[src/rtl/spi_ctl_pkg.sv]
package spi_ctl_pkg;

  localparam logic [7:0] ADR_DIV    = 8'h00;
  localparam logic [7:0] ADR_CKMODE = 8'h04;
  localparam logic [7:0] ADR_CSSEL  = 8'h10;
  localparam logic [7:0] ADR_CSIDLE = 8'h14;
  localparam logic [7:0] ADR_CSMODE = 8'h18;
  localparam logic [7:0] ADR_FMT    = 8'h40;
  localparam logic [7:0] ADR_TX     = 8'h48;
  localparam logic [7:0] ADR_RX     = 8'h4C;
  localparam logic [7:0] ADR_FLASH  = 8'h60;

  localparam logic [1:0] CSM_AUTO = 2'd0;
  localparam logic [1:0] CSM_HOLD = 2'd2;
  localparam logic [1:0] CSM_OFF  = 2'd3;

  typedef struct packed {
    logic startFrame;   // take head of TX queue, load shifter
    logic leadEdge;     // serial clock leaves its idle level
    logic trailEdge;    // serial clock returns to its idle level
    logic finishFrame;  // offer received byte to RX queue
  } spiStrobe_t;

  typedef enum logic [1:0] {
    ST_IDLE   = 2'd0,
    ST_SHIFT  = 2'd1,
    ST_FINISH = 2'd2
  } spiState_e;

endpackage

[src/rtl/spi_ctl_fifo.sv]
module spi_ctl_fifo #(
  parameter int WIDTH = 8,
  parameter int DEPTH = 8,
  localparam int PTR_W = (DEPTH > 1) ? $clog2(DEPTH) : 1,
  localparam int CNT_W = $clog2(DEPTH + 1)
) (
  input  logic             clk,
  input  logic             rstN,
  input  logic             push,
  input  logic [WIDTH-1:0] wdata,
  input  logic             pop,
  output logic [WIDTH-1:0] head,
  output logic [CNT_W-1:0] count,
  output logic             full,
  output logic             empty
);

  logic [WIDTH-1:0] store [DEPTH];
  logic [PTR_W-1:0] wrPtr, rdPtr;
  logic doPush, doPop;

  assign full   = (count == CNT_W'(DEPTH));
  assign empty  = (count == '0);
  assign doPush = push && !full;
  assign doPop  = pop && !empty;
  assign head   = store[rdPtr];

  function automatic logic [PTR_W-1:0] nextPtr(input logic [PTR_W-1:0] p);
    return (p == PTR_W'(DEPTH - 1)) ? '0 : p + 1'b1;
  endfunction

  always_ff @(posedge clk or negedge rstN) begin
    if (!rstN) begin
      wrPtr <= '0;
      rdPtr <= '0;
      count <= '0;
    end else begin
      if (doPush) wrPtr <= nextPtr(wrPtr);
      if (doPop)  rdPtr <= nextPtr(rdPtr);
      if (doPush && !doPop)      count <= count + 1'b1;
      else if (doPop && !doPush) count <= count - 1'b1;
    end
  end

  always_ff @(posedge clk) begin
    if (doPush) store[wrPtr] <= wdata;
  end

endmodule

[src/rtl/spi_ctl_control.sv]
module spi_ctl_control
  import spi_ctl_pkg::*;
#(
  parameter int DIV_W      = 12,
  parameter int FRAME_BITS = 8,
  localparam int EDGES     = 2 * FRAME_BITS,
  localparam int EDGE_W    = $clog2(EDGES)
) (
  input  logic             clk,
  input  logic             rstN,
  input  logic             txEmpty,
  input  logic [DIV_W-1:0] divisor,
  input  logic [1:0]       csMode,
  input  logic             csRelease,
  output spiStrobe_t       strobe,
  output logic             sckPhase,
  output logic             csActive,
  output logic             busy
);

  spiState_e         state;
  logic [DIV_W-1:0]  halfCnt;
  logic [EDGE_W-1:0] edgeCnt;
  logic              edgeNow;

  assign busy    = (state != ST_IDLE);
  assign edgeNow = (state == ST_SHIFT) && (halfCnt == '0);

  always_comb begin
    strobe             = '0;
    strobe.startFrame  = (state == ST_IDLE) && !txEmpty;
    strobe.leadEdge    = edgeNow && !edgeCnt[0];
    strobe.trailEdge   = edgeNow && edgeCnt[0];
    strobe.finishFrame = (state == ST_FINISH);
  end

  always_ff @(posedge clk or negedge rstN) begin
    if (!rstN) begin
      state    <= ST_IDLE;
      halfCnt  <= '0;
      edgeCnt  <= '0;
      sckPhase <= 1'b0;
      csActive <= 1'b0;
    end else begin
      case (state)
        ST_IDLE: begin
          if (strobe.startFrame) begin
            state    <= ST_SHIFT;
            halfCnt  <= divisor;
            edgeCnt  <= '0;
            csActive <= (csMode != CSM_OFF);
          end else if (csRelease) begin
            csActive <= 1'b0;
          end
        end
        ST_SHIFT: begin
          if (edgeNow) begin
            halfCnt  <= divisor;
            sckPhase <= ~sckPhase;
            edgeCnt  <= edgeCnt + 1'b1;
            if (edgeCnt == EDGE_W'(EDGES - 1)) state <= ST_FINISH;
          end else begin
            halfCnt <= halfCnt - 1'b1;
          end
        end
        ST_FINISH: begin
          state <= ST_IDLE;
          if (csMode != CSM_HOLD) csActive <= 1'b0;
        end
        default: state <= ST_IDLE;
      endcase
    end
  end

endmodule

[src/rtl/spi_ctl_datapath.sv]
module spi_ctl_datapath
  import spi_ctl_pkg::*;
#(
  parameter int NUM_CS     = 4,
  parameter int FIFO_DEPTH = 8,
  parameter int DIV_W      = 12,
  parameter int DIV_RESET  = 3,
  parameter int FRAME_BITS = 8,
  localparam int SEL_W     = 8,
  localparam int CNT_W     = $clog2(FIFO_DEPTH + 1)
) (
  input  logic              clk,
  input  logic              rstN,
  input  logic              busValid,
  input  logic              busWrite,
  input  logic [7:0]        busAddr,
  input  logic [31:0]       busWdata,
  output logic [31:0]       busRdata,
  input  logic              misoIn,
  output logic              mosiOut,
  output logic              sclkOut,
  output logic [NUM_CS-1:0] csN,
  input  spiStrobe_t        strobe,
  input  logic              sckPhase,
  input  logic              csActive,
  output logic              txEmpty,
  output logic [DIV_W-1:0]  divisor,
  output logic [1:0]        csMode,
  output logic              csRelease,
  output logic [NUM_CS-1:0] csIdleLvl,
  output logic              pol,
  output logic              txFull,
  output logic              txWrite,
  output logic [CNT_W-1:0]  txCount,
  output logic [CNT_W-1:0]  rxCount
);

  logic [1:0]            ckMode;
  logic [SEL_W-1:0]      csSel;
  logic [1:0]            protoReg;
  logic                  lsbFirst, dirReg, flashEn;
  logic [3:0]            lenReg;
  logic [FRAME_BITS-1:0] txHead, rxHead, txShift, rxShift, txOrdered, rxOrdered;
  logic                  rxFull, rxEmpty, rxPop, isRd, isWr, cpha;
  logic                  shiftEdge, sampleEdge;

  function automatic logic [FRAME_BITS-1:0] revBits(input logic [FRAME_BITS-1:0] v);
    logic [FRAME_BITS-1:0] r;
    for (int i = 0; i < FRAME_BITS; i++) r[i] = v[FRAME_BITS-1-i];
    return r;
  endfunction

  assign isRd      = busValid && !busWrite;
  assign isWr      = busValid && busWrite;
  assign txWrite   = isWr && (busAddr == ADR_TX);
  assign rxPop     = isRd && (busAddr == ADR_RX);
  assign csRelease = isWr && ((busAddr == ADR_CSSEL) || (busAddr == ADR_CSIDLE) ||
                              (busAddr == ADR_CSMODE));
  assign pol       = ckMode[1];
  assign cpha      = ckMode[0];

  // configuration registers
  always_ff @(posedge clk or negedge rstN) begin
    if (!rstN) begin
      divisor   <= DIV_W'(DIV_RESET);
      ckMode    <= '0;
      csSel     <= '0;
      csIdleLvl <= '1;
      csMode    <= CSM_AUTO;
      protoReg  <= '0;
      lsbFirst  <= 1'b0;
      dirReg    <= 1'b0;
      lenReg    <= 4'd8;
      flashEn   <= 1'b1;
    end else if (isWr) begin
      case (busAddr)
        ADR_DIV:    divisor   <= busWdata[DIV_W-1:0];
        ADR_CKMODE: ckMode    <= busWdata[1:0];
        ADR_CSSEL:  csSel     <= busWdata[SEL_W-1:0];
        ADR_CSIDLE: csIdleLvl <= busWdata[NUM_CS-1:0];
        ADR_CSMODE: csMode    <= busWdata[1:0];
        ADR_FMT: begin
          protoReg <= busWdata[1:0];
          lsbFirst <= busWdata[2];
          dirReg   <= busWdata[3];
          lenReg   <= busWdata[19:16];
        end
        ADR_FLASH:  flashEn   <= busWdata[0];
        default: ;
      endcase
    end
  end

  // read mux, same-cycle
  always_comb begin
    busRdata = '0;
    if (isRd) begin
      case (busAddr)
        ADR_DIV:    busRdata = 32'(divisor);
        ADR_CKMODE: busRdata = {30'b0, ckMode};
        ADR_CSSEL:  busRdata = 32'(csSel);
        ADR_CSIDLE: busRdata = 32'(csIdleLvl);
        ADR_CSMODE: busRdata = {30'b0, csMode};
        ADR_FMT:    busRdata = {12'b0, lenReg, 12'b0, dirReg, lsbFirst, protoReg};
        ADR_TX:     busRdata = {txFull, 31'b0};
        ADR_RX:     busRdata = rxEmpty ? 32'h8000_0000 : 32'(rxHead);
        ADR_FLASH:  busRdata = {31'b0, flashEn};
        default:    busRdata = '0;
      endcase
    end
  end

  spi_ctl_fifo #(.WIDTH(FRAME_BITS), .DEPTH(FIFO_DEPTH)) u_txq (
    .clk(clk), .rstN(rstN), .push(txWrite), .wdata(busWdata[FRAME_BITS-1:0]),
    .pop(strobe.startFrame), .head(txHead), .count(txCount), .full(txFull),
    .empty(txEmpty)
  );

  assign rxOrdered = lsbFirst ? revBits(rxShift) : rxShift;

  spi_ctl_fifo #(.WIDTH(FRAME_BITS), .DEPTH(FIFO_DEPTH)) u_rxq (
    .clk(clk), .rstN(rstN), .push(strobe.finishFrame), .wdata(rxOrdered),
    .pop(rxPop), .head(rxHead), .count(rxCount), .full(rxFull), .empty(rxEmpty)
  );

  // serial shifters
  assign txOrdered  = lsbFirst ? revBits(txHead) : txHead;
  assign shiftEdge  = cpha ? strobe.leadEdge : strobe.trailEdge;
  assign sampleEdge = cpha ? strobe.trailEdge : strobe.leadEdge;

  always_ff @(posedge clk or negedge rstN) begin
    if (!rstN) begin
      txShift <= '0;
      rxShift <= '0;
      mosiOut <= 1'b0;
    end else begin
      if (strobe.startFrame) begin
        if (!cpha) begin
          mosiOut <= txOrdered[FRAME_BITS-1];
          txShift <= {txOrdered[FRAME_BITS-2:0], 1'b0};
        end else begin
          txShift <= txOrdered;
        end
      end else if (shiftEdge) begin
        mosiOut <= txShift[FRAME_BITS-1];
        txShift <= {txShift[FRAME_BITS-2:0], 1'b0};
      end
      if (sampleEdge) rxShift <= {rxShift[FRAME_BITS-2:0], misoIn};
    end
  end

  assign sclkOut = pol ^ sckPhase;

  for (genvar i = 0; i < NUM_CS; i++) begin : g_cs
    assign csN[i] = csIdleLvl[i] ^ (csActive && (csSel == SEL_W'(i)));
  end

endmodule

[src/rtl/spi_host_ctl.sv]
module spi_host_ctl
  import spi_ctl_pkg::*;
#(
  parameter int NUM_CS     = 4,
  parameter int FIFO_DEPTH = 8,
  parameter int DIV_W      = 12,
  parameter int DIV_RESET  = 3
) (
  input  logic              clk,
  input  logic              rstN,
  input  logic              busValid,
  input  logic              busWrite,
  input  logic [7:0]        busAddr,
  input  logic [31:0]       busWdata,
  output logic [31:0]       busRdata,
  output logic              sclkOut,
  output logic              mosiOut,
  input  logic              misoIn,
  output logic [NUM_CS-1:0] csN
);

  localparam int FRAME_BITS = 8;
  localparam int CNT_W      = $clog2(FIFO_DEPTH + 1);

  spiStrobe_t        strobe;
  logic              sckPhase, csActive, busy, txEmpty, csRelease, pol;
  logic              txFull, txWrite;
  logic [DIV_W-1:0]  divisor;
  logic [1:0]        csModeCur;
  logic [NUM_CS-1:0] csIdleLvl;
  logic [CNT_W-1:0]  txCount, rxCount;

  spi_ctl_control #(.DIV_W(DIV_W), .FRAME_BITS(FRAME_BITS)) u_ctl (
    .clk(clk), .rstN(rstN), .txEmpty(txEmpty), .divisor(divisor),
    .csMode(csModeCur), .csRelease(csRelease), .strobe(strobe),
    .sckPhase(sckPhase), .csActive(csActive), .busy(busy)
  );

  spi_ctl_datapath #(
    .NUM_CS(NUM_CS), .FIFO_DEPTH(FIFO_DEPTH), .DIV_W(DIV_W),
    .DIV_RESET(DIV_RESET), .FRAME_BITS(FRAME_BITS)
  ) u_dp (
    .clk(clk), .rstN(rstN), .busValid(busValid), .busWrite(busWrite),
    .busAddr(busAddr), .busWdata(busWdata), .busRdata(busRdata),
    .misoIn(misoIn), .mosiOut(mosiOut), .sclkOut(sclkOut), .csN(csN),
    .strobe(strobe), .sckPhase(sckPhase), .csActive(csActive),
    .txEmpty(txEmpty), .divisor(divisor), .csMode(csModeCur),
    .csRelease(csRelease), .csIdleLvl(csIdleLvl), .pol(pol),
    .txFull(txFull), .txWrite(txWrite), .txCount(txCount), .rxCount(rxCount)
  );

endmodule

[config.mk]
export PLATFORM = sky130hd
export DESIGN_NAME = spi_host_ctl
export DESIGN_NICKNAME = d
export VERILOG_FILES = /design/src/rtl/spi_ctl_pkg.sv /design/src/rtl/spi_ctl_fifo.sv /design/src/rtl/spi_ctl_control.sv /design/src/rtl/spi_ctl_datapath.sv /design/src/rtl/spi_host_ctl.sv
export SDC_FILE = /design/constraint.sdc
export NUM_CORES = 1
export LEC_CHECK = 0
export ABC_AREA = 1
export BUFFER_PORTS_ARGS = -buffer_cell sky130_fd_sc_hd__buf_2
export CAP_MARGIN = 30
export CORE_ASPECT_RATIO = 0.7
export CORE_MARGIN = 5
export CORE_UTILIZATION = 55
export CTS_CLUSTER_DIAMETER = 150
export DETAILED_ROUTE_END_ITERATION = 10
export PLACE_DENSITY = 0.74
export SLEW_MARGIN = 30
export SYNTH_ARGS = -nofsm -noshare
export SYNTH_HDL_FRONTEND = slang
export SYNTH_SLANG_ARGS = --single-unit
[constraint.sdc]
create_clock -name clk -period 3.25 [get_ports clk]
set_clock_uncertainty 0.15 [all_clocks]
set_input_delay 0.1625 -clock clk [delete_from_list [all_inputs] [get_ports clk]]
set_output_delay 0.1625 -clock clk [all_outputs]
set_load 0.02 [all_outputs]
==> flow_metrics.env, run 1 <==
export IMPL_switchingPower_mw=1.378
export IMPL_worstReg2RegStart="u_dp.u_rxq.count[0]"
export IMPL_area_growth_synth_to_final_pct=13.15
export IMPL_avgSynthCellArea_um2=9.340
export IMPL_port_buffers=51
export IMPL_fin_nets=1309
export IMPL_grt_util_all_layers=0.2304
export IMPL_reg2regPathDepth=13
export IMPL_cts_clk_slew_worst_paths_ns=0.06
export IMPL_drv_cap=0
export IMPL_min_from="busAddr[2]"
export IMPL_worst_slew_margin_rel=0.4068
export IMPL_cp_required_ns=2.94
export IMPL_pwr_share_clk=0.400
export IMPL_p_leak_nw=5.256
export IMPL_path_max_fanout=21
export IMPL_drt_initial_drc_count=878
export IMPL_cts_root_buf="clkbuf_16"
export IMPL_synth_main_ff_cell="edfxtp_1"
export IMPL_synth_warnings=0
export IMPL_placed_cells=1465
export IMPL_pwr_share_seq=0.531
export IMPL_multi_input_area_um2=3892
export IMPL_final_cells=1525
export IMPL_seqCellArea_um2=6206
export IMPL_criticalPathCategory="flop to primary output"
export IMPL_dieArea_um2=22630
export IMPL_slew_viol_final=0
export IMPL_period_share=0.9231
export IMPL_ctsResizeCount=0
export IMPL_core_area_um2=19130
export IMPL_preCtsSetupSlack_ns=0.4640
export IMPL_grt_pass1_vias=7653
export IMPL_holdPathEnd="u_dp.u_txq.wrPtr[1]"
export IMPL_die_w_um=177.7
export IMPL_htree_levels=1
export IMPL_synth_seq_cells=222
export IMPL_grt_first_pass_wirelength_um=41230
export IMPL_antenna_cells=0
export IMPL_regToRegSetupSlack_ns=0.48
export IMPL_worstSkewPairLatency_ns=0.50
export IMPL_finalSetupViolations=0
export IMPL_layout_setup_ws_ns=0.2501
export IMPL_synth_most_common_cell="nand2_1"
export IMPL_synth_cell_types=53
export IMPL_cp_end_kind="primary output"
export IMPL_route_detailed_drc=0
export IMPL_drive_gt1_frac=0.1467
export IMPL_drt_wirelength_per_cell_um=16.91
export IMPL_hold_buffers=20
export IMPL_startpoint_type="flop"
export IMPL_max_freq_mhz=333.3
export IMPL_synth_cells=1159
export IMPL_timing_rr_end="u_dp.u_rxq.count[3]"
export IMPL_critPathBufInv=2
export IMPL_p_sw_frac=0.2327
export IMPL_finalHoldViolations=0
export IMPL_clockBufferDepth=3
export IMPL_timing_hold_ws_ns=0.01893
export IMPL_gr_total_overflow=0
export IMPL_cpPeakStageDelay_ns=0.66
export IMPL_dpl_hpwl_um=18010
export IMPL_postRouteAntennaNets=0
export IMPL_hp_class="input pin to flop"
export IMPL_synth_top_cells_by_area="edfxtp_1 36%, dfrtp_1 20%, nand2_1 9.8%"
export IMPL_synth_top_cell_by_area="edfxtp_1"
export IMPL_power_density_nw_per_um2=483.4
export IMPL_start_util=0.5659
export IMPL_rows=42
export IMPL_path_cells="inv_1 -> o21ai_0 -> o22ai_1 -> nand2_1 -> nand2_1 -> nand2_1 -> a31oi_1 -> buf_2"
export IMPL_yosysTopAreaCellShare=0.3551
export IMPL_wirelength_um=25780
export IMPL_tns_ns=0
export IMPL_die_h_um=127.4
export IMPL_worst_slew_pin_slew_ns=0.8888
export IMPL_cpMostUsedCell="nand2_1"
export IMPL_post_cts_buffers=0
export IMPL_ys_top_cells_by_count="282 x nand2_1, 128 x edfxtp_1, 111 x nor2_1, 110 x inv_1, 86 x dfrtp_1"
export IMPL_crit_path_top_delay_cell="dfrtp_1"
export IMPL_rsz0062_at_grt="false"
export IMPL_vias=8305
export IMPL_num_fill_cells=1555
export IMPL_ios=83
export IMPL_internal_power_mw=4.543
export IMPL_synth_enable_flop_cells=128
export IMPL_dr_pass1_iters=5
export IMPL_grt_max_degree=76
export IMPL_cts_sinks=222
export IMPL_period_minus_slack_ns=3.000
export IMPL_syn_area_um2=10830
export IMPL_cts_tree="done"
export IMPL_cts_made_buffers=22
export IMPL_gp_congestion=0.9211
export IMPL_antenna_found_initial=0
export IMPL_hold_depth=6
export IMPL_arrival_ns=2.69
export IMPL_max_vdd_ir_drop_v=0.0002585
export IMPL_cp_top_family="flip-flops"
export IMPL_via_per_inst=5.446
export IMPL_combPwrFrac=0.069
export IMPL_outcome="finished, final reports clean"
export IMPL_synth_seq_area_share=0.5733
export IMPL_async_flop_share=0.4234
[logic make-up (layout without fill, tap and decap cells)]
kind of cell | after synthesis | in the layout | synth area share
and+or+nand+nor | 546 | 546 | 0.2252
DFF | 222 | 222 | 0.5733
buffers and inverters | 180 | 268 | 0.07201
AOI/OAI and AO/OA | 166 | 166 | 0.08356
adders and majority gates | 19 | 19 | 0.02335
xor gates and xnor gates | 19 | 19 | 0.01537
muxes | 6 | 6 | 0.006935
other | 1 | 15 | 0.0003464
[layer usage]
layer  global-route usage  wire, µm
met4              0.04727       490
met3              0.03869      2128
met5                    0         0
met2               0.3345     11170
met1               0.3676     12000
[final cells by class]
class,count,area share
Sequential cell,222,0.5066
Clock buffer,28,0.04964
Timing Repair Buffer,97,0.05363
Tap cell,264,0.02697
Multi-Input combinational cell,771,0.3178
Clock inverter,12,0.005209
Inverter,131,0.04014
[flip-flops by register name, indices dropped and copies added (netlist names), 3 cells and up]
signal            count
u_dp.rxShift          8
u_dp.u_rxq.wrPtr      3
u_dp.u_rxq.count      4
u_dp.txShift          8
u_dp.u_txq.wrPtr      3
u_dp.divisor         12
u_dp.u_txq.rdPtr      3
u_ctl.halfCnt        12
u_dp.csIdleLvl        4
u_dp.u_rxq.store     64
u_dp.u_txq.store     64
u_ctl.edgeCnt         4
u_dp.u_rxq.rdPtr      3
u_dp.u_txq.count      4
u_dp.lenReg           4
u_dp.csSel            8
[power groups by stage]
stage / clock (mW) / combinational (mW) / sequential [mW]
final: 2.37 / 0.410 / 3.14
after global routing: 2.53 / 0.458 / 3.15
after CTS: 2.40 / 0.410 / 3.14
after detailed placement: 0 / 0.389 / 3.20
after global placement: 0 / 0.378 / 3.19
after floorplan: 0 / 0.276 / 3.18
[worst max path at each step]
| stage | cells after the start | from | endpoint |
|---|---|---|---|
| after CTS | 8 | u_dp.u_rxq.rdPtr[1] | busRdata[5] |
| after global routing | 10 | u_dp.u_rxq.rdPtr[1] | busRdata[7] |
| after floorplan | 14 | u_dp.u_txq.count[0] | u_dp.u_txq.count[3] |
| final | 8 | u_dp.u_rxq.rdPtr[1] | busRdata[5] |
| after detailed placement | 16 | busAddr[5] | u_dp.u_rxq.count[3] |
| after global placement | 16 | busAddr[5] | u_dp.u_rxq.count[3] |
[tightest hold or removal path, delay by kind of cell]
kind / cells / cell delay (ns)
and+or+nand+nor: 4 / 0.30
AOI/OAI and AO/OA: 1 / 0.06
buffers and inverters: 1 / 0.10
[layout by cell type, fill, tap and decap left out, types with 9 or more instances in the layout]
master,Yosys,layout
edfxtp_1,128,128
nand4_1,9,9
nand2_1,282,282
nand3_1,84,84
dfrtp_1,86,86
xor2_1,11,11
nor3_1,15,15
nor2_1,111,111
buf_4,19,26
o21ai_0,76,73
o21ai_1,40,43
ha_1,17,17
buf_2,14,50
inv_1,110,110
o22ai_1,10,10
inv_2,19,19
dlygate4sd3_1,0,20
conb_1,1,15
clkbuf_16,0,23
a21oi_1,20,20
[per-stage QoR]
stage / utilization / instance area, µm² / power [mW]
finish: 0.6404 / 12250 / 5.921
global route: 0.6404 / 12250 / 6.144
CTS: 0.6402 / 12250 / 5.947
detailed placement: 0.5946 / 11370 / 3.585
global placement: 0.5946 / 11370 / 3.570
floorplan: - / 10880 / 3.460
Note: power is estimated with default switching activity, not from simulation.
==> run 2: changes to the inputs <==
Settings changed: ABC_AREA 1 to default, CTS_CLUSTER_DIAMETER 150 to default, SYNTH_HIERARCHICAL from default to 1.
==> flow_metrics.env, run 2 <==
export IMPL_outcome="finished, final reports clean"
export IMPL_tns_ns=0
export IMPL_htree_levels=1
export IMPL_grt_pass1_vias=6680
export IMPL_port_buffers=51
export IMPL_die_h_um=127.2
export IMPL_final_cell_mix="128 x edfxtp_1, 85 x dfrtp_1, 58 x mux2_2"
export IMPL_core_area_um2=19080
export IMPL_worstSkewPairLatency_ns=0.51
export IMPL_routed_top_layer="met4"
export IMPL_dpl_hpwl_um=15930
export IMPL_timing_hold_ws_ns=0.06966
export IMPL_start_util=0.5661
export IMPL_cp_required_ns=3.49
export IMPL_seqCellArea_um2=6207
export IMPL_antenna_found_initial=0
export IMPL_path_cells="or4b_4 -> nand2_4 -> inv_1 -> ha_1 -> inv_1 -> ha_1 -> or4_1 -> o211ai_1 -> o211ai_1"
export IMPL_period_share=0.9445
export IMPL_area_growth_synth_to_final_pct=14.52
export IMPL_grt_first_pass_wirelength_um=36640
export IMPL_criticalPathCategory="flop to flop"
export IMPL_gr_total_overflow=0
export IMPL_period_minus_slack_ns=3.070
export IMPL_finalSetupViolations=0
export IMPL_crit_path_top_delay_cell="or4b_4"
export IMPL_cts_made_buffers=22
export IMPL_max_freq_mhz=325.8
export IMPL_dpl_instance_area_um2=11370
export IMPL_route_met3_wl_um=1555
export IMPL_syn_area_um2=10800
export IMPL_cts_root_buf="clkbuf_16"
export IMPL_fin_nets=881
export IMPL_gp_congestion=0.9073
export IMPL_drive_gt1_frac=0.3169
export IMPL_cts_sinks=222
export IMPL_p_leak_nw=4.869
export IMPL_p_total_mw=6.803
export IMPL_synth_warnings=6
export IMPL_via_per_inst=6.101
export IMPL_drt_initial_drc_count=681
export IMPL_cp_end_kind="flop"
export IMPL_worst_slew_pin_slew_ns=0.7893
export IMPL_final_common_cell="edfxtp_1"
export IMPL_reg_top3="u_dp/u_rxq/store x64, u_dp/u_txq/store x64"
export IMPL_cp_top_family="simple AND/OR/NAND/NOR gates"
export IMPL_dieArea_um2=22580
export IMPL_arrival_ns=3.31
export IMPL_wl_met2_um=10640
export IMPL_worst_slew_margin_rel=0.4738
export IMPL_cpPeakStageDelay_ns=0.59
export IMPL_drt_wirelength_per_cell_um=20.96
export IMPL_rows=42
export IMPL_met1_length_um=10360
export IMPL_ios=83
export IMPL_num_fill_cells=1344
export IMPL_cts_tree="done"
export IMPL_route_detailed_drc=0
export IMPL_antenna_cells=0
export IMPL_hp_class="input pin to flop"
export IMPL_grt_max_degree=61
export IMPL_cts_clk_slew_worst_paths_ns=0.06
export IMPL_die_w_um=177.5
export IMPL_vias=6693
export IMPL_synth_cells=723
export IMPL_finalHoldViolations=0
export IMPL_rsz0062_at_grt="false"
export IMPL_multi_input_area_um2=4287
export IMPL_dr_pass1_iters=5
export IMPL_grt_util_all_layers=0.2042
export IMPL_max_vdd_ir_drop_v=0.0004756
export IMPL_path_max_fanout=8
export IMPL_clockBufferDepth=3
export IMPL_drv_cap=0
export IMPL_power_density_nw_per_um2=550.1
export IMPL_postRouteAntennaNets=0
export IMPL_fin_area_um2=12370
export IMPL_startpoint_type="flop"
export IMPL_wirelength_um=23000
export IMPL_avgSynthCellArea_um2=14.94
export IMPL_slew_viol_final=0
export IMPL_critPathBufInv=2
-- run 2: what timing repair did --
item	4_1_cts	5_1_grt
hold buffers	18	0
hold endpoints to repair	149	0
resized for setup	0	5
setup endpoints to repair	0	10
buffers inserted	0	1
-- run 2: report_power, final --
| part | internal [mW] | switching, mW |
|---|---|---|
| combinational | 0.302 | 0.412 |
| sequential | 3.21 | 0.193 |
| clock | 1.66 | 1.03 |
| total | 5.17 | 1.64 |
-- run 2: stage by stage --
stage,util,setup WS (ns),cells
after floorplan,-,0.2529,737
after global placement,0.5963,0.1420,1038
after detailed placement,0.5963,0.07867,1038
after CTS,0.6463,0.05579,1096
after global routing,0.6483,0.02489,1097
final,0.6483,0.1804,1097
-- run 2: tightest hold or removal path: stages --
cell and delay [ns]:
buf_2 0.13, nor4b_2 0.11, nand3_1 0.14, mux2_2 0.16
-- run 2: worst paths after layout --
kind	start	end	slack [ns]	cells past startpoint
max	u_dp/u_rxq/count[1]	u_dp/u_rxq/count[3]	0.18	9
min	busAddr[1]	u_dp/ckMode[1]	0.07	4
max reg2reg	u_dp/u_rxq/count[1]	u_dp/u_rxq/count[3]	0.18	9
min in group asynchronous	rstN	u_ctl/sckPhase	0.14	2
min reg2reg	u_dp/txShift[1]	u_dp/txShift[1]	0.34	2
max in group asynchronous	rstN	u_dp/csIdleLvl[3]	1.98	3
-- run 2: area by class of cell --
class / instances / area share
Tap cell: 264 / 0.02671
Clock inverter: 10 / 0.01234
Inverter: 16 / 0.004856
Clock buffer: 30 / 0.05028
Sequential cell: 222 / 0.5019
Multi-Input combinational cell: 450 / 0.3466
Timing Repair Buffer: 105 / 0.05726
-- run 2: per-layer routing --
layer / vias to the layer above / global-route usage
met5: - / 0
met4: 0 / 0.04273
met3: 41 / 0.03662
met2: 268 / 0.3128
met1: 3391 / 0.3109
li1: 2993 / -
